===== src/rtl/cqd_pkg.sv =====
package cqd_pkg;
    localparam int PRIO_W = 2;
    localparam int QID_W  = 8;

    typedef logic [PRIO_W-1:0] prio_t;
    typedef logic [QID_W-1:0]  qid_t;

    typedef struct packed {
        prio_t prio;
        qid_t  qid;
    } desc_t;
endpackage


===== src/rtl/cqd_pend_buf.sv =====
module cqd_pend_buf import cqd_pkg::*; #(
    parameter int DEPTH = 16
) (
    input  logic  clk,
    input  logic  rst_n,
    input  logic  push,
    input  desc_t push_desc,
    input  logic  pop,
    output logic  space,
    output logic  has,
    output desc_t head
);
    localparam int CNT_W = $clog2(DEPTH + 1);
    localparam int IDX_W = $clog2(DEPTH);

    typedef struct packed {
        desc_t [DEPTH-1:0] ent;
        logic  [CNT_W-1:0] cnt;
    } st_t;

    st_t              st_d, st_q;
    logic [IDX_W-1:0] sel;
    logic             found;

    always_comb begin
        found = 1'b0;
        sel   = '0;
        head  = '0;
        // entries are kept in arrival order; strict compare keeps the oldest
        for (int i = 0; i < DEPTH; i++) begin
            if (CNT_W'(i) < st_q.cnt && (!found || st_q.ent[i].prio > head.prio)) begin
                found = 1'b1;
                sel   = IDX_W'(i);
                head  = st_q.ent[i];
            end
        end

        st_d = st_q;
        if (pop && found) begin
            for (int i = 0; i < DEPTH - 1; i++) begin
                if (IDX_W'(i) >= sel) st_d.ent[i] = st_q.ent[i+1];
            end
            st_d.ent[DEPTH-1] = '0;
            st_d.cnt          = st_q.cnt - CNT_W'(1);
        end
        if (push) begin
            st_d.ent[st_d.cnt[IDX_W-1:0]] = push_desc;
            st_d.cnt                      = st_d.cnt + CNT_W'(1);
        end
    end

    always_ff @(posedge clk) begin
        if (!rst_n) st_q <= '0;
        else        st_q <= st_d;
    end

    assign space = (st_q.cnt != CNT_W'(DEPTH));
    assign has   = found;


    no_overflow_chk: assert property (@(posedge clk) disable iff (!rst_n)
        st_q.cnt <= CNT_W'(DEPTH));


    push_room_chk: assert property (@(posedge clk) disable iff (!rst_n)
        push |-> st_q.cnt < CNT_W'(DEPTH));
endmodule


===== src/rtl/cqd_slot_map.sv =====
module cqd_slot_map #(
    parameter  int N_ENG  = 8,
    parameter  int N_SLOT = 8,
    localparam int TOT    = N_ENG * N_SLOT,
    localparam int IDX_W  = $clog2(TOT)
) (
    input  logic             clk,
    input  logic             rst_n,
    input  logic             claim,
    input  logic [TOT-1:0]   release_vec,
    output logic             any_free,
    output logic [IDX_W-1:0] pick
);
    typedef struct packed {
        logic [TOT-1:0] busy;
    } st_t;

    st_t st_d, st_q;

    always_comb begin
        any_free = 1'b0;
        pick     = '0;
        // flat index engine*N_SLOT+slot: lowest index = lowest engine, then slot
        for (int i = TOT - 1; i >= 0; i--) begin
            if (!st_q.busy[i]) begin
                any_free = 1'b1;
                pick     = IDX_W'(i);
            end
        end

        st_d.busy = st_q.busy & ~release_vec;
        if (claim) st_d.busy[pick] = 1'b1;
    end

    always_ff @(posedge clk) begin
        if (!rst_n) st_q <= '0;
        else        st_q <= st_d;
    end

    for (genvar g = 0; g < TOT; g++) begin : g_slot_chk

        release_frees_chk: assert property (@(posedge clk) disable iff (!rst_n)
            release_vec[g] && !(claim && pick == IDX_W'(g)) |=> !st_q.busy[g]);


        no_evict_chk: assert property (@(posedge clk) disable iff (!rst_n)
            st_q.busy[g] && !release_vec[g] |=> st_q.busy[g]);
    end
endmodule


===== src/rtl/cq_dispatch.sv =====
module cq_dispatch import cqd_pkg::*; #(
    parameter int N_ENG  = 8,
    parameter int N_SLOT = 8,
    parameter int DEPTH  = 16
) (
    input  logic                      clk,
    input  logic                      rst_n,
    input  logic                      sub_valid,
    output logic                      sub_ready,
    input  logic [PRIO_W-1:0]         sub_prio,
    input  logic [QID_W-1:0]          sub_qid,
    input  logic [N_ENG*N_SLOT-1:0]   slot_release,
    output logic                      asg_valid,
    input  logic                      asg_ready,
    output logic [$clog2(N_ENG)-1:0]  asg_eng,
    output logic [$clog2(N_SLOT)-1:0] asg_slot,
    output logic [QID_W-1:0]          asg_qid
);
    localparam int TOT    = N_ENG * N_SLOT;
    localparam int IDX_W  = $clog2(TOT);
    localparam int ENG_W  = $clog2(N_ENG);
    localparam int SLOT_W = $clog2(N_SLOT);

    typedef struct packed {
        logic              valid;
        logic [ENG_W-1:0]  eng;
        logic [SLOT_W-1:0] slot;
        qid_t              qid;
    } out_t;

    out_t             out_d, out_q;
    logic             push, load, space, has, any_free;
    desc_t            head;
    logic [IDX_W-1:0] pick;

    assign push = sub_valid && space;
    assign load = has && any_free && (!out_q.valid || asg_ready);

    cqd_pend_buf #(.DEPTH(DEPTH)) i_pend (
        .clk       (clk),
        .rst_n     (rst_n),
        .push      (push),
        .push_desc ({sub_prio, sub_qid}),
        .pop       (load),
        .space     (space),
        .has       (has),
        .head      (head)
    );

    cqd_slot_map #(.N_ENG(N_ENG), .N_SLOT(N_SLOT)) i_map (
        .clk         (clk),
        .rst_n       (rst_n),
        .claim       (load),
        .release_vec (slot_release),
        .any_free    (any_free),
        .pick        (pick)
    );

    always_comb begin
        out_d = out_q;
        if (out_q.valid && asg_ready) out_d.valid = 1'b0;
        if (load) begin
            out_d.valid = 1'b1;
            out_d.eng   = ENG_W'(int'(pick) / N_SLOT);
            out_d.slot  = SLOT_W'(int'(pick) % N_SLOT);
            out_d.qid   = head.qid;
        end
    end

    always_ff @(posedge clk) begin
        if (!rst_n) out_q <= '0;
        else        out_q <= out_d;
    end

    assign sub_ready = space;
    assign asg_valid = out_q.valid;
    assign asg_eng   = out_q.eng;
    assign asg_slot  = out_q.slot;
    assign asg_qid   = out_q.qid;


    hold_stable_chk: assert property (@(posedge clk) disable iff (!rst_n)
        asg_valid && !asg_ready |=> asg_valid && $stable(asg_eng)
            && $stable(asg_slot) && $stable(asg_qid));


    no_blind_issue_chk: assert property (@(posedge clk) disable iff (!rst_n)
        !any_free |=> !asg_valid || $stable(asg_qid));
endmodule


===== config.mk =====
export PLATFORM = sky130hd
export DESIGN_NAME = cq_dispatch
export DESIGN_NICKNAME = d
export VERILOG_FILES = /design/src/rtl/cqd_pkg.sv /design/src/rtl/cqd_pend_buf.sv /design/src/rtl/cqd_slot_map.sv /design/src/rtl/cq_dispatch.sv
export SDC_FILE = /design/constraint.sdc
export NUM_CORES = 1
export LEC_CHECK = 0
export BUFFER_PORTS_ARGS = -buffer_cell sky130_fd_sc_hd__buf_2
export CAP_MARGIN = 20
export CORE_MARGIN = 2
export CORE_UTILIZATION = 56
export DETAILED_ROUTE_END_ITERATION = 10
export PLACE_DENSITY = 0.87
export SYNTH_ARGS = -nofsm -noshare
export SYNTH_HDL_FRONTEND = slang
export SYNTH_HIERARCHICAL = 1
export SYNTH_SLANG_ARGS = --single-unit

===== constraint.sdc =====
create_clock -name clk -period 20.4 [get_ports clk]
set_input_delay 2.04 -clock clk [delete_from_list [all_inputs] [get_ports clk]]
set_output_delay 2.04 -clock clk [all_outputs]
set_load 0.01 [all_outputs]

==> impl_metrics.yaml <==
timing:
  fin_ws_ns: 0.803
  setup_viol: 0
  clock-skew-final_ns: 0.0272
  slew_viol_final: 0
  post-route-period-util: 0.961
  worst_pin_slew_ns: 0.999
  relSlewSlack: 0.334
  setup-tns-final_ns: 0
  hold_violations: 0
  min_period_ns: 19.60
  fmax_mhz: 51.0
  hold_ws_ns: 0.453
grt:
  track_usage: 0.321
  grt_pass1_vias: 13700
  grt_antenna_before_repair: 0
  grt_pass1_wl_mm: 69.7
  grt-ovfl-total: 0
  grt_max_degree: 94
layout:
  fillers: 1874
  multi_input_area_um2: 8710
  layout-drive-gt1-share: 0.168
  diodes: 0
  fin_area_um2: 16200
  fin_nets: 1908
  register_area_um2: 4880
  syn_to_final_growth_pct: 14.9
setup_path:
  critical_path_class: "reg2reg"
  ff2ff_path_depth: 95
  cp.depth: 95
  cp_max_fo: 19
  critPathTopFamily: "compound AO/OA/AOI/OAI gates"
  crit_path_top_delay_cell: "or3_4"
  cpPeakStageDelay_ns: 0.42
  critPathLaunchType: "register"
  worst-path-buf-inv: 8
  worst_path_most_repeated_cell: "ha_1"
  cp.arrival_ns: 19.99
  crit_required_ns: 20.79
  endpoint_kind: "register"
  r2r_setup_slack_ns: 0.80
yosys:
  syn_area_um2: 14100
  syn_nets: 1839
  yosysWarnings: 6
  syn_area_per_cell_um2: 8.11
  netlist_instances: 1733
die:
  coreArea_um2: 24500
  initial_core_util: 0.575
  io_pins: 94
  placementRows: 57
  die_w_um: 162
  die_area_um2: 26400
  die_h_um: 162
hold_path:
  worstHoldPathCells: 2
  min_path_type: "reg2reg"
power:
  peakVddDrop_uv: 95.1
  finalPower_mw: 2.81
  power.density_nw_per_um2: 174
  leakage_nw: 6.00
place:
  port_buffers: 93
  hpwl_mm: 30.1
  detailed_place.area_um2: 14700
  post-place-ws_ns: -1.03
  gp_congestion: 0.939
clock_tree:
  cts_sinks: 244
  cts_buffer_depth: 3
  clock_latency_ns: 0.56
  cts-root-buf: "clkbuf_16"
  htreeDepth: 1
  ctsHoldBuffers: 0
  numCtsBuffers: 27
  clkSlewWorstSetupHoldPaths_ns: 0.06
  cts_tree: "done"
drt:
  wl_per_cell_um: 21.0
  viasPerCell: 6.84
  first_pass_iters: 6
  vias: 14700
  routed_wl_mm: 45.2
  antenna_left: 0
  drt_iter0_drc: 2327
  drc: 0
run:
  cap_violations: 0
run_status:
  status: "finished clean"
## tightest hold or removal path, stage by stage (launching register included)
cell and delay, ns:
dfxtp_1 0.30, nand2_1 0.05, mux2i_1 0.05
## flip-flops by register name, summed over array words and instances, names as in the netlist
signal	count
asg_qid	8
asg_valid	1
asg_slot	3
i_pend/st_q	165
i_map/st_q	64
asg_eng	3
## worst paths after layout
| kind | start | to |
|---|---|---|
| worst max register to register | i_pend/st_q[2]$_SDFF_PN0_ | i_pend/st_q[87]$_SDFF_PN0_ |
| worst max-delay path | i_pend/st_q[2]$_SDFF_PN0_ | i_pend/st_q[87]$_SDFF_PN0_ |
| worst min register to register | asg_qid[1]$_SDFFE_PN0P_ | asg_qid[1]$_SDFFE_PN0P_ |
| worst min-delay path | asg_qid[1]$_SDFFE_PN0P_ | asg_qid[1]$_SDFFE_PN0P_ |
## where the power goes
| part | switching (mW) | internal (mW) | leakage, nW |
|---|---|---|---|
| clock | 0.201 | 0.332 | 0.491 |
| combinational | 1.02 | 0.633 | 3.54 |
| sequential | 0.0715 | 0.553 | 1.97 |
## layout by cell type, fill, tap and decap left out, types with 36 or more instances in the layout
cell      instances
buf_4            61
o21ai_0         121
o21ai_1          38
inv_1            40
nand3_1          86
nor2_1          146
buf_2            92
a311oi_1         36
nand3b_1         69
nand2_1         192
mux2i_1         116
a211oi_1         70
dfxtp_1         244
a21oi_1          80
## per-layer routing
metal	vias up	global-route usage	part of all wire	routed length (µm)
met4	0	0.172	0.058	2610
met3	238	0.0525	0.11	4960
li1	6577	-	-	-
met2	1046	0.509	0.45	20300
met5	-	0	0	0
met1	6828	0.421	0.38	17300
## stage by stage
stage | util | std cells
final | 0.661 | 2147
after global routing | 0.661 | 2147
after CTS | 0.646 | 2126
after detailed placement | 0.601 | 2068
after global placement | 0.601 | 2066
after floorplan | - | 1733
## cell type report
cell class,instances,area share
Clock buffer,40,0.0516
Clock inverter,10,0.00968
Inverter,42,0.00976
Multi-Input combinational cell,1328,0.539
Sequential cell,244,0.302
Tap cell,324,0.0251
Timing Repair Buffer,159,0.0626
## timing repair
action                                  4_1_cts  5_1_grt
endpoints found under the hold margin         0        0
gates cloned                                  0        1
setup buffers                                 8       19
endpoints found under the setup margin      120      158
gates resized for setup                      14       39
pin swaps                                     5       12
No activity file was read; power rests on OpenSTA's default activity.
